$ cat config.mk
export PLATFORM = sky130hd
export DESIGN_NAME = hostcmd_regbank
export DESIGN_NICKNAME = d
export VERILOG_FILES = /design/src/rtl/hostcmd_pkg.sv /design/src/rtl/hostcmd_parser.sv /design/src/rtl/hostcmd_bank.sv /design/src/rtl/hostcmd_reply.sv /design/src/rtl/hostcmd_regbank.sv
export SDC_FILE = /design/constraint.sdc
export NUM_CORES = 1
export LEC_CHECK = 0
export BUFFER_PORTS_ARGS = -buffer_cell sky130_fd_sc_hd__buf_2
export CAP_MARGIN = 40
export CELL_PAD_IN_SITES_DETAIL_PLACEMENT = 1
export CELL_PAD_IN_SITES_GLOBAL_PLACEMENT = 2
export CORE_MARGIN = 3
export CORE_UTILIZATION = 38
export DETAILED_ROUTE_END_ITERATION = 6
export GPL_TIMING_DRIVEN = 0
export MAX_ROUTING_LAYER = met4
export PLACE_DENSITY = 0.9
export SKIP_CTS_REPAIR_TIMING = 1
export SLEW_MARGIN = 20
export SYNTH_ARGS = -nofsm -noshare
export SYNTH_HDL_FRONTEND = slang
export SYNTH_SLANG_ARGS = --single-unit
$ cat constraint.sdc
create_clock -name clk -period 3.5 [get_ports clk]
set_clock_uncertainty 0.05 [all_clocks]
set_input_delay 0.35 -clock clk [delete_from_list [all_inputs] [get_ports clk]]
set_output_delay 0.35 -clock clk [all_outputs]
set_load 0.02 [all_outputs]
$ cat src/rtl/hostcmd_pkg.sv
package hostcmd_pkg;
  localparam int IDX_W = 6;
  localparam logic [31:0] STATUS_BASE = 32'hA5A5A5A0;

  localparam logic [7:0] OP_FW_INIT  = 8'd1;
  localparam logic [7:0] OP_FW_CHUNK = 8'd2;
  localparam logic [7:0] OP_REG_RD   = 8'd3;
  localparam logic [7:0] OP_REG_WR   = 8'd4;
  localparam logic [7:0] OP_MEM_RD   = 8'd5;
  localparam logic [7:0] OP_DATA_RD  = 8'd7;

  typedef enum logic [2:0] {
    PS_IDLE, PS_ADDR, PS_LEN, PS_DATA, PS_SKIP, PS_ARG, PS_REPLY, PS_DRAIN
  } pstate_e;
endpackage

$ cat src/rtl/hostcmd_parser.sv
module hostcmd_parser
  import hostcmd_pkg::*;
#(
  parameter int MAX_CHUNK = 250
) (
  input  logic             clk,
  input  logic             rst_n,
  input  logic             in_valid,
  input  logic [7:0]       in_data,
  input  logic             in_last,
  output logic             in_ready,
  output logic             wr_en,
  output logic [IDX_W-1:0] wr_idx,
  output logic [31:0]      wr_data,
  output logic [IDX_W-1:0] rd_idx,
  output logic             rsp_load,
  input  logic             rsp_done,
  output logic             fw_init,
  output logic             fw_valid,
  output logic [7:0]       fw_byte,
  output logic             drd_stb,
  output logic [7:0]       drd_arg
);
  pstate_e     st_q, st_n;
  logic [7:0]  cmd_q, cmd_n, addr_q, addr_n, cnt_q, cnt_n;
  logic [31:0] acc_q, acc_n;
  logic        ok_q, ok_n, drain_q, drain_n;
  logic        init_n, fwv_n, drd_n;
  logic [7:0]  fwb_n, darg_n;
  logic        take;

  assign in_ready = (st_q != PS_REPLY);
  assign take     = in_valid && in_ready;
  assign wr_idx   = addr_q[7:2];
  assign rd_idx   = addr_q[7:2];
  assign wr_data  = {acc_q[23:0], in_data};

  always_comb begin
    st_n = st_q; cmd_n = cmd_q; addr_n = addr_q; cnt_n = cnt_q;
    acc_n = acc_q; ok_n = ok_q; drain_n = drain_q;
    init_n = 1'b0; fwv_n = 1'b0; drd_n = 1'b0;
    fwb_n = fw_byte; darg_n = drd_arg;
    wr_en = 1'b0; rsp_load = 1'b0;
    case (st_q)
      PS_IDLE: if (take) begin
        cmd_n = in_data;
        case (in_data)
          OP_FW_INIT:  begin init_n = 1'b1; st_n = PS_DRAIN; end
          OP_FW_CHUNK: st_n = PS_LEN;
          OP_REG_RD,
          OP_REG_WR:   st_n = PS_ADDR;
          OP_MEM_RD:   begin cnt_n = 8'd3; st_n = PS_SKIP; end
          OP_DATA_RD:  st_n = PS_ARG;
          default:     st_n = PS_DRAIN;
        endcase
        if (in_last) st_n = PS_IDLE;
      end
      PS_ADDR: if (take) begin
        addr_n = in_data;
        st_n   = in_last ? PS_IDLE : PS_LEN;
      end
      PS_LEN: if (take) begin
        if (cmd_q == OP_REG_RD) begin
          rsp_load = 1'b1;
          drain_n  = !in_last;
          st_n     = PS_REPLY;
        end else begin
          cnt_n = in_data;
          acc_n = '0;
          ok_n  = (int'(in_data) <= MAX_CHUNK);
          if (in_last)            st_n = PS_IDLE;
          else if (in_data == 0)  st_n = PS_DRAIN;
          else                    st_n = PS_DATA;
        end
      end
      PS_DATA: if (take) begin
        cnt_n = cnt_q - 8'd1;
        if (cmd_q == OP_REG_WR) acc_n = wr_data;
        else if (ok_q) begin fwv_n = 1'b1; fwb_n = in_data; end
        if (cnt_q == 8'd1) begin
          wr_en = (cmd_q == OP_REG_WR);
          st_n  = in_last ? PS_IDLE : PS_DRAIN;
        end else if (in_last) st_n = PS_IDLE;
      end
      PS_SKIP: if (take) begin
        cnt_n = cnt_q - 8'd1;
        if (cnt_q == 8'd1) st_n = in_last ? PS_IDLE : PS_DRAIN;
        else if (in_last)  st_n = PS_IDLE;
      end
      PS_ARG: if (take) begin
        drd_n  = 1'b1;
        darg_n = in_data;
        st_n   = in_last ? PS_IDLE : PS_DRAIN;
      end
      PS_REPLY: if (rsp_done) st_n = drain_q ? PS_DRAIN : PS_IDLE;
      PS_DRAIN: if (take && in_last) st_n = PS_IDLE;
      default: st_n = PS_IDLE;
    endcase
  end

  always_ff @(posedge clk or negedge rst_n) begin
    if (!rst_n) begin
      st_q <= PS_IDLE; cmd_q <= '0; addr_q <= '0; cnt_q <= '0;
      acc_q <= '0; ok_q <= 1'b0; drain_q <= 1'b0;
      fw_init <= 1'b0; fw_valid <= 1'b0; fw_byte <= '0;
      drd_stb <= 1'b0; drd_arg <= '0;
    end else begin
      st_q <= st_n; cmd_q <= cmd_n; addr_q <= addr_n; cnt_q <= cnt_n;
      acc_q <= acc_n; ok_q <= ok_n; drain_q <= drain_n;
      fw_init <= init_n; fw_valid <= fwv_n; fw_byte <= fwb_n;
      drd_stb <= drd_n; drd_arg <= darg_n;
    end
  end

  a_r9_single_data_strobe: assert property (@(posedge clk) disable iff (!rst_n)
    drd_stb |=> !drd_stb);
  a_r8_init_single_pulse: assert property (@(posedge clk) disable iff (!rst_n)
    fw_init |=> !fw_init);
endmodule

$ cat src/rtl/hostcmd_bank.sv
module hostcmd_bank
  import hostcmd_pkg::*;
#(
  parameter int          NREG       = 18,
  parameter int          STATUS_IDX = 2,
  parameter int          KEY0_IDX   = 16,
  parameter int          KEY1_IDX   = 17,
  parameter logic [31:0] KEY0_VAL   = 32'h641381F6,
  parameter logic [31:0] KEY1_VAL   = 32'h00000000
) (
  input  logic              clk,
  input  logic              rst_n,
  input  logic              wr_en,
  input  logic [IDX_W-1:0]  wr_idx,
  input  logic [31:0]       wr_data,
  input  logic [IDX_W-1:0]  rd_idx,
  output logic [31:0]       rd_word,
  output logic [NREG*32-1:0] regs_flat
);
  localparam int LW = (NREG > 1) ? $clog2(NREG) : 1;

  logic [31:0] word_w [NREG];
  logic        unlocked;

  for (genvar g = 0; g < NREG; g++) begin : g_reg
    logic [31:0] q;
    logic        hit;
    assign hit = wr_en && (wr_idx == IDX_W'(g));
    always_ff @(posedge clk or negedge rst_n) begin
      if (!rst_n)   q <= '0;
      else if (hit) q <= wr_data;
    end
    assign word_w[g] = q;
    assign regs_flat[g*32 +: 32] = q;
  end

  assign unlocked = (word_w[KEY0_IDX] == KEY0_VAL) && (word_w[KEY1_IDX] == KEY1_VAL);

  always_comb begin
    if (rd_idx == IDX_W'(STATUS_IDX))  rd_word = STATUS_BASE | {31'd0, unlocked};
    else if (rd_idx < IDX_W'(NREG))    rd_word = word_w[rd_idx[LW-1:0]];
    else                               rd_word = '0;
  end

  a_r6_unlock_needs_key_write: assert property (@(posedge clk) disable iff (!rst_n)
    $rose(unlocked) |-> $past(wr_en) &&
      (($past(wr_idx) == IDX_W'(KEY0_IDX)) || ($past(wr_idx) == IDX_W'(KEY1_IDX))));
  a_r3_oob_write_ignored: assert property (@(posedge clk) disable iff (!rst_n)
    (wr_en && (wr_idx >= IDX_W'(NREG))) |=> $stable(regs_flat));
endmodule

$ cat src/rtl/hostcmd_reply.sv
module hostcmd_reply #(
  parameter int BYTES = 4
) (
  input  logic             clk,
  input  logic             rst_n,
  input  logic             load,
  input  logic [8*BYTES-1:0] word,
  output logic             out_valid,
  output logic [7:0]       out_data,
  input  logic             out_ready,
  output logic             done
);
  localparam int CW = $clog2(BYTES + 1);

  logic [8*BYTES-1:0] buf_q, buf_n;
  logic [CW-1:0]      cnt_q, cnt_n;

  assign out_valid = (cnt_q != '0);
  assign out_data  = buf_q[8*BYTES-1 -: 8];
  assign done      = out_valid && out_ready && (cnt_q == CW'(1));

  always_comb begin
    buf_n = buf_q;
    cnt_n = cnt_q;
    if (!out_valid && load) begin
      buf_n = word;
      cnt_n = CW'(BYTES);
    end else if (out_valid && out_ready) begin
      buf_n = buf_q << 8;
      cnt_n = cnt_q - CW'(1);
    end
  end

  always_ff @(posedge clk or negedge rst_n) begin
    if (!rst_n) begin
      buf_q <= '0;
      cnt_q <= '0;
    end else begin
      buf_q <= buf_n;
      cnt_q <= cnt_n;
    end
  end

  a_r4_hold_while_stalled: assert property (@(posedge clk) disable iff (!rst_n)
    (out_valid && !out_ready) |=> (out_valid && $stable(out_data)));
endmodule

$ cat src/rtl/hostcmd_regbank.sv
module hostcmd_regbank
  import hostcmd_pkg::*;
#(
  parameter int NREG      = 18,
  parameter int MAX_CHUNK = 250
) (
  input  logic               clk,
  input  logic               rst_n,
  input  logic               in_valid,
  input  logic [7:0]         in_data,
  input  logic               in_last,
  output logic               in_ready,
  output logic               out_valid,
  output logic [7:0]         out_data,
  input  logic               out_ready,
  output logic [NREG*32-1:0] regs_flat,
  output logic               fw_init,
  output logic               fw_valid,
  output logic [7:0]         fw_byte,
  output logic               drd_stb,
  output logic [7:0]         drd_arg
);
  logic             wr_en, rsp_load, rsp_done;
  logic [IDX_W-1:0] wr_idx, rd_idx;
  logic [31:0]      wr_data, rd_word;

  hostcmd_parser #(.MAX_CHUNK(MAX_CHUNK)) u_parser (
    .clk(clk), .rst_n(rst_n),
    .in_valid(in_valid), .in_data(in_data), .in_last(in_last), .in_ready(in_ready),
    .wr_en(wr_en), .wr_idx(wr_idx), .wr_data(wr_data), .rd_idx(rd_idx),
    .rsp_load(rsp_load), .rsp_done(rsp_done),
    .fw_init(fw_init), .fw_valid(fw_valid), .fw_byte(fw_byte),
    .drd_stb(drd_stb), .drd_arg(drd_arg)
  );

  hostcmd_bank #(.NREG(NREG)) u_bank (
    .clk(clk), .rst_n(rst_n),
    .wr_en(wr_en), .wr_idx(wr_idx), .wr_data(wr_data),
    .rd_idx(rd_idx), .rd_word(rd_word), .regs_flat(regs_flat)
  );

  hostcmd_reply #(.BYTES(4)) u_reply (
    .clk(clk), .rst_n(rst_n),
    .load(rsp_load), .word(rd_word),
    .out_valid(out_valid), .out_data(out_data), .out_ready(out_ready),
    .done(rsp_done)
  );

  a_r5_ready_low_in_reply: assert property (@(posedge clk) disable iff (!rst_n)
    out_valid |-> !in_ready);
endmodule

# Yosys cells after proc, flatten, opt, wreduce, memory -nomap -nowiden
# Cells that the tools add are included.
# op_classes
n_addsub	2
n_lt_le_gt_ge	3
n_eq_ne	48
muxes	53
n_bitwise	3
reduce_logical	45
# op_table
cell	n
$mux 32	6
$bmux 32 s5	1
$mux 24	4
$mux 3	17
$eq 6x4->1 const B	8
$pmux 24 s2	1
$mux 8	5
$eq 32x31->1 const B	1
$eq 8x3->1 const B	4
$logic_not 32->1	1
$eq 6x3->1 const B	4
$eq 8x2->1 const B	3
$logic_and 1x1->1	24
$pmux 8 s3	1
$pmux 3 s7	1
$eq 8x1->1 const B	2
$ne 2x1->1 const B	8
$mux 1	15
$eq 3x3->1 const B	4
$eq 6x2->1 const B	2
$eq 6x5->1 const B	2
$pmux 3 s4	1
$le 8x8->1 const B	1
$logic_not 8->1	1
other kinds (25)	37
# word_totals
regBits	683
in_bits	13
output_inout_bits	605
word_cells	186

# Longest topological paths before layout
# Gate-level depths: netlist (run 1).
# logic_depth
word_depth	7
ltp_mapped	9
depth_no_buf	7

# Hierarchy
# A second synthesis (run 1) with hierarchy kept.
# unflattened
hier_cells	2140
area_unflattened_um2	31477.7
# modules_own_cells
module	instances	cells_per_inst	area_each_um2	seq_area_each_um2
hostcmd_bank	1	1708	26534.2	14413.8
hostcmd_parser	1	304	3315.7	1751.7
hostcmd_reply	1	128	1627.8	875.8

# Worst setup path after synthesis (run 1)
# Ideal clock, no wire load.
# synth_path
kind	reg2reg
from	reg u_parser.cmd_q[5]
to	reg u_bank.g_reg[6].q[4]
setup_time_ns	0.125
arrival_time_ns	2.578
required_time_ns	3.325
slack_ns	0.748
stages_incl_launch_ff	9
path_buffers	3
period_less_slack_ns	2.752
path_cell_list	dfrtp_1 or4_1 buf_2 or4b_4 nor3_2 and4_1 buf_2 buf_4 mux2_2
# synth_between
elab_chain_cells	5
# synth_lines
element	line	source
start: declaration	hostcmd_parser.sv:25	logic [7:0] cmd_q, cmd_n, addr_q, addr_n, cnt_q, cnt_n;
start signal: assignment	hostcmd_parser.sv:108	st_q <= st_n; cmd_q <= cmd_n; addr_q <= addr_n; cnt_q <= cnt_n;
$eq 8x3->1	hostcmd_parser.sv:81	wr_en = (cmd_q == OP_REG_WR);
$mux 1	hostcmd_parser.sv:80	if (cnt_q == 8'd1) begin
$mux 1	hostcmd_parser.sv:76	PS_DATA: if (take) begin
$mux 1	hostcmd_parser.sv:44	case (st_q)
$logic_and 1x1->1	hostcmd_bank.sv:28	assign hit = wr_en && (wr_idx == IDX_W'(g));
end signal: assignment	hostcmd_bank.sv:31	else if (hit) q <= wr_data;
end: declaration	hostcmd_bank.sv:26	logic [31:0] q;
# Every way passes these cells.
# A chain may end at the register's enable or synchronous reset.

# Worst setup path after layout (run 1)
# layout_path
from	reg u_parser.cmd_q[5]
to	reg u_bank.g_reg[10].q[8]
# layout_between
elab_chain_cells	5
# layout_lines
element	line
$eq 8x3->1	hostcmd_parser.sv:81
$mux 1	hostcmd_parser.sv:80
$mux 1	hostcmd_parser.sv:76
$mux 1	hostcmd_parser.sv:44
$logic_and 1x1->1	hostcmd_bank.sv:28
end signal: assignment	hostcmd_bank.sv:31
end: declaration	hostcmd_bank.sv:26
# Every way passes these cells.

==> metrics.md, run 1 <==
| Metric | Value |
|---|---|
| Status | `complete, but fails checks` |
| Failing checks | `setup timing` |
| Initial antenna violation count | `6` |
| Critical Path RT | `3950 ps` |
| Top post-synthesis cells by area | `dfrtp_1 (54%), mux2_2 (18%), mux4_2 (7.2%), mux2_1 (4.0%), mux2i_1 (2.6%)` |
| Cell row count | `104` |
| Avg WL per Cell | `35.9 µm` |
| Sequential area share after synthesis | `a little over half` |
| Initial core utilization | `between 30% and 40%` |
| Core area | `about 80000 µm²` |
| Synth warn | `0` |
| Worst setup SP type | `flip-flop` |
| Setup WS pre-CTS | `-1010 ps` |
| Crit. Startpoint | `u_parser.cmd_q[5]` |
| Via density | `6.02` |
| P per Cell Area | `around 600 nW/µm²` |
| Fillers | `8444` |
| Critical R2R Capture | `u_bank.g_reg[10].q[8]` |
| Clock transition at path regs | `60 ps` |
| Mapped Cells | `2288` |
| Final setup viols | `1` |
| Final hold vios | `0` |
| P_leak | `20.6 nW` |
| Placer Congestion | `0.967` |
| Yosys cell types | `63` |
| Post-synth top area cell | `dfrtp_1` |
| Design area | `39400 µm²` |
| Routed via count | `25075` |
| Largest net degree at the start of global routing | `102` |
| Die Span Y | `between 200 and 300 µm` |
| Critical path fanouts, max | `10` |
| Clock sink total | `between 600 and 700` |
| Layout cells sized above 1 | `48.6%` |
| DP HPWL | `around 110000 µm` |
| Minimum hold slack | `~47 ps` |
| Die Area | `86300 µm²` |
| EDFF count, synth | `0` |
| H-tree Lvls | `3` |
| All-Layer GR Usage | `35.2%` |
| Drt first-iter violations | `about 1700` |
| Seq cells post-synth | `681` |
| R2r setup slk | `-10 ps` |
| First-pass GRT wire length | `209000 µm` |
| Util after Layout | `48.4%` |
| Final Cycle Share | `100%` |
| DRC viols | `0` |
| Finished Layout Cells | `4167` |
| Reg2Reg Depth | `8` |
| Max VDD drop | `about 0.40 mV` |
| Die extent in x | `294 µm` |
| PnR worst setup slack | `-13.4 ps` |
| Hold WC Path Type | `in -> reg` |
| Port buffer count | `615` |
| Area grow syn2layout | `25.2%` |
| Worst Setup Path Type | `reg -> reg` |
| Post-route ant nets | `0` |
| Max cap viols | `0` |
| Post-Synthesis Cell Area | `31500 µm²` |
| Root Driver | `clkbuf_16` |
| Post-layout net count | `around 3100` |
| Vias in the first global route | `between 20000 and 30000` |
| Least-Margin Pin Slew | `about 990 ps` |
| Syn Nets | `about 2300` |
| Critical Path End | `u_bank.g_reg[10].q[8]` |
| Max-slew violation count | `0` |
| CP Capture Type | `flip-flop` |
| Num ports | `618` |
| Reg2reg start | `u_parser.cmd_q[5]` |
| Power after layout | `23.6 mW` |
| Clk buf depth | `3` |
| CP arrival | `3960 ps` |
| Total negative slack | `-13.4 ps` |
| Most used flip-flop cell after synthesis | `dfrtp_1` |
| Mean post-synth cell area | `13.7 µm²` |
| CTS Buf Count | `between 70 and 80` |
| Grt total ovfl | `0` |
| Synth top area share | `54.2%` |
| CTS tree | `yes` |
| Asr flop ratio synth | `100%` |
| Peak Freq | `about 280 MHz` |
| Rel. slew slack | `around a third` |
| Drt pass-1 iters | `5` |
| Placed Instance Area | `36500 µm²` |
| Drt total wl | `~150000 µm` |
| Clk Latency, worst-skew pair | `roughly 630 ps` |
| Placed Cells | `4007` |
| Final critical-path required period | `3510 ps` |
-- flip-flops by register name (all words and copies together) (netlist names), 6 cells and up --
name / cells
u_parser.fw_byte: 8
u_parser.cnt_q: 8
u_parser.cmd_q: 8
u_reply.buf_q: 32
u_bank.g.q: 576
u_parser.addr_q: 6
u_parser.acc_q: 24
u_parser.drd_arg: 8
-- power by group --
group | switching, mW | internal [mW]
logic | 4.77 | 1.91
registers | 0.290 | 8.19
clock network | 3.48 | 4.94
total | 8.54 | 15.0
-- cell type report --
class                   count  area, µm²  area share (%)
diodes                      1       2.50         0.00635
plain buffers             216       1020            2.58
clock buffers             114       2300            5.84
clock inverters            26        300           0.762
inverters                  13       48.8           0.124
multi-input cells        1375      13500            34.2
flip-flops and latches    681      17000            43.3
well taps                1060       1330            3.37
repair buffers            681       3880            9.84
-- worst max-delay path, cell delays in order (launching register included) --
cell and delay, ps:
dfrtp_1 380, or4_1 510, buf_2 190, nor4b_4 460, nand3_4 310, nor4_4 440, buf_4 240, buf_2 410
mux2_2 400
-- metal layers --
metal / GRT usage [%] / share of wire (%) / wire length [µm]
met3: 8.38 / 7.9 / 11800
met2: 55.0 / 47 / 70100
met5: - / 0 / 0
met1: 43.0 / 39 / 58600
met4: 17.6 / 6.1 / 9150
-- kinds of logic (layout without fill, tap and decap cells) --
group                    Yosys count  count (layout)  share of synthesized area (%)
AO/OA/AOI/OAI                    229             229                           4.69
adder cells (fa/ha/maj)            5               5                          0.199
buffers and inverters            232            1050                           3.21
flip-flops                       681             681                           54.2
multiplexers                     785             785                           31.4
other                              0               1                              0
AND/OR/NAND/NOR                  356             356                           6.34
-- placed cells by master, fill, tap and decap left out, types with 17 or more instances in the layout --
| cell type | Yosys | final |
|---|---|---|
| mux2_1 | 113 | 113 |
| nor4_1 | 25 | 21 |
| buf_4 | 23 | 45 |
| dfrtp_1 | 681 | 681 |
| buf_6 | 0 | 22 |
| o21ai_0 | 84 | 84 |
| mux2i_1 | 81 | 81 |
| mux2_2 | 490 | 490 |
| nor2b_1 | 20 | 20 |
| buf_2 | 41 | 658 |
| nand2_1 | 114 | 114 |
| clkbuf_8 | 0 | 17 |
| mux4_2 | 101 | 101 |
| nand3_1 | 27 | 27 |
| a21oi_1 | 39 | 39 |
| nand2b_1 | 21 | 21 |
| a22oi_1 | 29 | 29 |
| clkbuf_1 | 125 | 126 |
| and3_1 | 28 | 28 |
| clkbuf_16 | 0 | 80 |
| clkbuf_2 | 2 | 18 |
| nor2_1 | 42 | 41 |
-- synth_stat cells, drive strengths merged (11+ instances only) --
library cell and number:
dfrtp 681, mux2 603, clkbuf 127, nand2 114, mux4 101, buf 92, o21ai 84, mux2i 81
nor2 42, a21oi 39, nor4 31, a22oi 29, and3 28, nand3 28, nand2b 21, nor3 21
nor2b 20, a22o 12, inv 12, nand4 11
-- worst min path at each step --
| stage | depth (start not counted) | start | endpoint | slack [ps] |
|---|---|---|---|---|
| 5_1_grt | 2 | in_last | u_parser.drain_q | 40 |
| 4_1_cts | 1 | rst_n | u_bank.g_reg[4].q[27] | -360 |
| 2_1_floorplan | 0 | rst_n | u_bank.g_reg[0].q[0] | 4 |
| 3_3_place_gp | 2 | u_parser.drd_arg[3] | u_parser.drd_arg[3] | 410 |
| 6_report | 2 | in_last | u_parser.drain_q | 50 |
| 3_5_place_dp | 1 | rst_n | u_bank.g_reg[4].q[27] | 290 |
Power figures use the tool's default switching activity.
==> run 2, diff against run 1 <==
MAX_ROUTING_LAYER = not set   (was met4)
PLACE_DENSITY = not set   (was 0.9)
PLACE_DENSITY_LB_ADDON = 0.1   (was not set)
==> run 2 against run 1 <==
Net effect: the flow finishes with violations (hold timing); wire length decreased by 1.4%; sequential cell count unchanged; via count decreased by 3.0%; cell area about the same; die area unchanged; critical endpoint is now u_bank.g_reg[12].q[18]; highest routed layer unchanged.
==> metrics.md, run 2 (synthesis results as in run 1) <==
| Metric | Value |
|---|---|
| Vias in the first global route | `25426` |
| Drt pass-1 iters | `5` |
| RSZ-0062 raised after global routing | `no` |
| Largest net degree at the start of global routing | `95` |
| Critical Path RT | `3960 ps` |
| Minimum hold slack | `-5.67 ps` |
| Reg2reg start | `u_parser.cmd_q[5]` |
| Most frequent cells in the layout | `dfrtp_1 (680), buf_2 (661), mux2_2 (490)` |
| Num ports | `618` |
| Layout cells sized above 1 | `48.8%` |
| Hold WC Path Type | `in -> reg` |
| Max reg flops | `576` |
| DP HPWL | `between 100000 and 150000 µm` |
| Clk Latency, worst-skew pair | `650 ps` |
| DRC viols | `0` |
| Final setup viols | `0` |
| Port buffer count | `615` |
| Final Cycle Share | `between 90 and 100%` |
| First-pass GRT wire length | `around 200000 µm` |
| Placer Congestion | `0.888` |
| Most common cell after layout, fill and taps aside | `dfrtp_1` |
| Post-route ant nets | `0` |
| Worst Setup Path Type | `reg -> reg` |
| Via density | `5.84` |
| CP Capture Type | `flip-flop` |
| Max-slew violation count | `0` |
| Critical path fanouts, max | `10` |
| R2r setup slk | `90 ps` |
| Avg WL per Cell | `35.4 µm` |
| Regs by FF count | `u_bank.g.q x576, u_reply.buf_q x32, u_parser.acc_q x24` |
| Area grow syn2layout | `25.2%` |
| Least-Margin Pin Slew | `908 ps` |
| PnR worst setup slack | `between 80 and 90 ps` |
| Core area | `81300 µm²` |
| Max VDD drop | `approximately 0.41 mV` |
| WHS Path Cells | `2` |
| Worst setup SP type | `flip-flop` |
| P_leak | `20.6 nW` |
| HP Start | `in_last` |
| Die Span Y | `294 µm` |
| Critical R2R Capture | `u_bank.g_reg[12].q[18]` |
| Die Area | `around 86000 µm²` |
| Max cap viols | `0` |
| Placed Instance Area | `36500 µm²` |
| Drt first-iter violations | `1811` |
| CTS Buf Count | `a little under 80` |
| Status | `complete, but fails checks` |
| CTS tree | `yes` |
| Final critical-path required period | `about 3400 ps` |
| Top register by number of flip-flops | `u_bank.g.q` |
| Drt total wl | `147000 µm` |
| Routed via count | `24330` |
| Hold endpoint | `u_parser.drain_q` |
| CP arrival | `3870 ps` |
| Rel. slew slack | `39.5%` |
| Post-layout net count | `3057` |
| Peak Freq | `293 MHz` |
| Failing checks | `hold timing` |
| Clock sink total | `just under 700` |
| Die extent in x | `294 µm` |
| All-Layer GR Usage | `33.6%` |
| Final hold vios | `1` |
| P per Cell Area | `around 600 nW/µm²` |
| Fillers | `~8400` |
| Initial antenna violation count | `3` |
| Initial core utilization | `just under 40%` |
| Clock transition at path regs | `roughly 50 ps` |
| Grt total ovfl | `0` |
| Setup WS pre-CTS | `-1020 ps` |
| Cell row count | `104` |
| Reg2Reg Depth | `8` |
| Clk buf depth | `3` |
| Root Driver | `clkbuf_16` |
| H-tree Lvls | `3` |
| Design area | `~39000 µm²` |
[run 2: cell count changes in the layout (fill, tap and decap cells not counted), moves of 2 or more]
cell        before  now
buf_6           22   19
clkinv_8         1    3
inv_6            2    0
buf_2          658  661
clkbuf_1       126  119
clkinv_2        13   16
clkbuf_8        17   20
clkinvlp_4       3    1
buf_8           10    8
diode_2          1    4
[run 2: power by group]
group	switching (mW)	leakage, nW	internal, mW
Combinational	4.67	9.84	1.87
Sequential	0.285	9.44	8.19
Clock	3.54	1.32	5.01
Total	8.50	20.6	15.1
[run 2: worst max path at each step]
stage / from / to
finish: u_parser.cmd_q[5] / u_bank.g_reg[12].q[18]
global route: u_parser.addr_q[2] / u_reply.buf_q[18]
floorplan: u_parser.cmd_q[5] / u_bank.g_reg[6].q[4]
CTS: u_parser.addr_q[2] / u_reply.buf_q[23]
global placement: rst_n / u_bank.g_reg[12].q[16]
detailed placement: u_parser.addr_q[2] / u_reply.buf_q[23]
[run 2: worst max-delay path, stage by stage, from the launching register on]
cell and delay [ps]:
dfrtp_1 370, or4_1 510, buf_2 190, or4b_4 590
nor3_2 320, and3_1 210, clkbuf_2 270, buf_4 380
mux2_2 380
[run 2: layer usage]
| layer | track usage (%) | share of wire (%) | vias to the layer above |
|---|---|---|---|
| met2 | 55.7 | 48 | 990 |
| li1 | - | - | 9934 |
| met4 | 10.0 | 3.4 | 0 |
| met5 | 0 | 0 | - |
| met3 | 7.37 | 7.8 | 209 |
| met1 | 44.5 | 41 | 13197 |
[run 2: cell type report]
| type | count | area [µm²] | area share [%] |
|---|---|---|---|
| Antenna cell | 4 | 10.0 | 0.0254 |
| Buffer | 216 | 1010 | 2.58 |
| Clock buffer | 114 | 2330 | 5.91 |
| Clock inverter | 27 | 327 | 0.829 |
| Inverter | 13 | 48.8 | 0.124 |
| Multi-Input combinational cell | 1375 | 13500 | 34.2 |
| Sequential cell | 681 | 17000 | 43.3 |
| Tap cell | 1060 | 1330 | 3.37 |
| Timing Repair Buffer | 674 | 3810 | 9.68 |
[run 2: stage by stage]
step	power, mW	TNS, ps	util [%]	instances
final	23.6	0	48.4	4164
after detailed placement	15.0	-103460	44.9	4005
after CTS	23.5	-111450	48.1	4146
after global placement	14.6	-8659690	44.1	3963
after global routing	24.3	0	48.4	4160
after floorplan	11.8	0	-	2288
==> run 3, diff against run 2 <==
CELL_PAD_IN_SITES_DETAIL_PLACEMENT = not set   (was 1)
CELL_PAD_IN_SITES_GLOBAL_PLACEMENT = not set   (was 2)
CORE_UTILIZATION = 45   (was 38)
PLACE_DENSITY = 0.67   (was not set)
PLACE_DENSITY_LB_ADDON = not set   (was 0.1)
==> run 3 against run 2 <==
Net effect: the flow now finishes without violations; fmax fell by 1.7%; register-to-register slack got worse by 60 ps; non-clock buffer count fell by 1; hold slack improved by 44 ps; die area fell by 15%.
==> metrics.md, run 3 (synthesis results as in run 1) <==
| Metric | Value |
|---|---|
| Status | `finished, final reports clean` |
| Post-route ant nets | `0` |
| Max-slew violation count | `0` |
| Root Driver | `clkbuf_16` |
| Initial core utilization | `between 40% and 50%` |
| R2r setup slk | `a little over 30 ps` |
| Least-Margin Pin Slew | `924 ps` |
| Design area | `39200 µm²` |
| Die extent in x | `between 200 and 300 µm` |
| Drt pass-1 iters | `5` |
| Total negative slack | `0 ps` |
| H-tree Lvls | `3` |
| Final hold vios | `0` |
| Crit-path slowest cell | `or4_1` |
| Clk Latency, worst-skew pair | `between 600 and 700 ps` |
| Peak Freq | `288 MHz` |
| Reg2Reg Depth | `7` |
| Routed via count | `24615` |
| RSZ-0062 raised after global routing | `no` |
| Post-layout net count | `roughly 3000` |
| CP max stage delay | `560 ps` |
| Area grow syn2layout | `24.5%` |
| Top register by number of flip-flops | `u_bank.g.q` |
| Placer Congestion | `0.950` |
| Clock sink total | `around 700` |
| CP Capture Type | `flip-flop` |
| Largest net degree at the start of global routing | `104` |
| Reg2reg start | `u_parser.cnt_q[5]` |
| Layout cells sized above 1 | `48.0%` |
| Hold endpoint | `u_reply.cnt_q[2]` |
| Kind of cell adding the most delay to the critical path | `simple AND/OR/NAND/NOR gates` |
| Final setup viols | `0` |
| Worst setup SP type | `flip-flop` |
| Vias in the first global route | `about 25000` |
| Port buffer count | `615` |
| Critical R2R Capture | `u_bank.g_reg[0].q[29]` |
| DP HPWL | `about 100000 µm` |
| Drt total wl | `136000 µm` |
| Rel. slew slack | `38.4%` |
| Buf/Inv on CP | `2` |
| CP arrival | `3940 ps` |
| Regs by FF count | `u_bank.g.q x576, u_reply.buf_q x32, u_parser.acc_q x24` |
| P per Cell Area | `approximately 600 nW/µm²` |
| Final Cycle Share | `between 90% and 100%` |
| Die Span Y | `270 µm` |
| CP Cell Sequence | `or4_1 > nor3_1 > nand4_1 > or4_1 > clkbuf_1 > buf_1 > mux2_2` |
| Most used cell, CP | `or4_1` |
| CTS tree | `yes` |
| Grt total ovfl | `0` |
| DRC viols | `0` |
| CTS Buf Count | `78` |
| First-pass GRT wire length | `190000 µm` |
| Critical Path RT | `3970 ps` |
| Clock transition at path regs | `60 ps` |
| Max reg flops | `~580` |
| Initial antenna violation count | `3` |
| Final critical-path required period | `about 3500 ps` |
| WHS Path Cells | `3` |
| Drt first-iter violations | `2627` |
| Cell row count | `96` |
| Avg WL per Cell | `33.6 µm` |
| HP Start | `out_ready` |
| Clk buf depth | `3` |
| All-Layer GR Usage | `36.4%` |
| Max cap viols | `0` |
| Worst Setup Path Type | `reg -> reg` |
| P_leak | `20.5 nW` |
| Most frequent cells in the layout | `dfrtp_1 (680), buf_2 (658), mux2_2 (490)` |
| Core area | `a little under 70000 µm²` |
| Num ports | `618` |
| Most common cell after layout, fill and taps aside | `dfrtp_1` |
| Hold WC Path Type | `in -> reg` |
| Via density | `6.11` |
| Placed Instance Area | `around 36000 µm²` |
| Die Area | `roughly 73000 µm²` |
| Max VDD drop | `0.395 mV` |
| Critical path fanouts, max | `10` |
## run 3: worst register-to-register path, cell delays in order (launching register included)
cell and delay (ps):
dfrtp_1 430, or4_1 560, nor3_1 380, nand4_1 170, or4_1 480, clkbuf_1 370, buf_1 510, mux2_2 430
## run 3: report_power, final
group	leakage (nW)	internal (mW)	switching [mW]
sequential	9.44	8.19	0.281
clock	1.28	4.97	3.46
combinational	9.79	1.87	4.54
total	20.5	15.0	8.28
## run 3: per-stage QoR
stage | power, mW | setup slack [ps] | utilization, % | hold WS, ps | std cells
finish | 23.3 | 31.1 | 56.8 | 38.0 | 4031
global route | 24.0 | 3.98 | 56.8 | 58.9 | 4030
CTS | 23.1 | -706 | 56.4 | -400 | 4012
detailed placement | 14.7 | -716 | 52.6 | 266 | 3871
global placement | 14.4 | -11980 | 51.8 | 413 | 3834
floorplan | 11.8 | 748 | - | 4.41 | 2288
## run 3: per-layer routing
layer	wire, µm	GRT usage [%]
met2	63000	57.7
met3	12800	9.95
met5	23	0
met4	7480	17.5
met1	52200	46.4
## run 3: final cells by class
| cell class | instances | area [µm²] |
|---|---|---|
| Fill cell | 5884 | 29800 |
| Sequential cell | 681 | 17000 |
| Buffer | 217 | 1000 |
| Clock inverter | 22 | 312 |
| Timing Repair Buffer | 672 | 3790 |
| Tap cell | 931 | 1160 |
| Antenna cell | 1 | 2.50 |
| Inverter | 13 | 48.8 |
| Multi-Input combinational cell | 1375 | 13500 |
| Clock buffer | 119 | 2320 |
## run 3: how the worst max path moves through the flow
stage                            start                endpoint  slack, ps  depth (start not counted)
floorplan            u_parser.cmd_q[5]    u_bank.g_reg[6].q[4]        750                          8
CTS                 u_parser.addr_q[2]  u_bank.g_reg[17].q[23]       -710                          7
finish               u_parser.cnt_q[5]   u_bank.g_reg[0].q[29]         30                          7
detailed placement  u_parser.addr_q[2]  u_bank.g_reg[17].q[23]       -720                          7
global route        u_parser.addr_q[4]        u_reply.buf_q[7]          4                         10
global placement                 rst_n  u_bank.g_reg[12].q[15]     -11980                          1
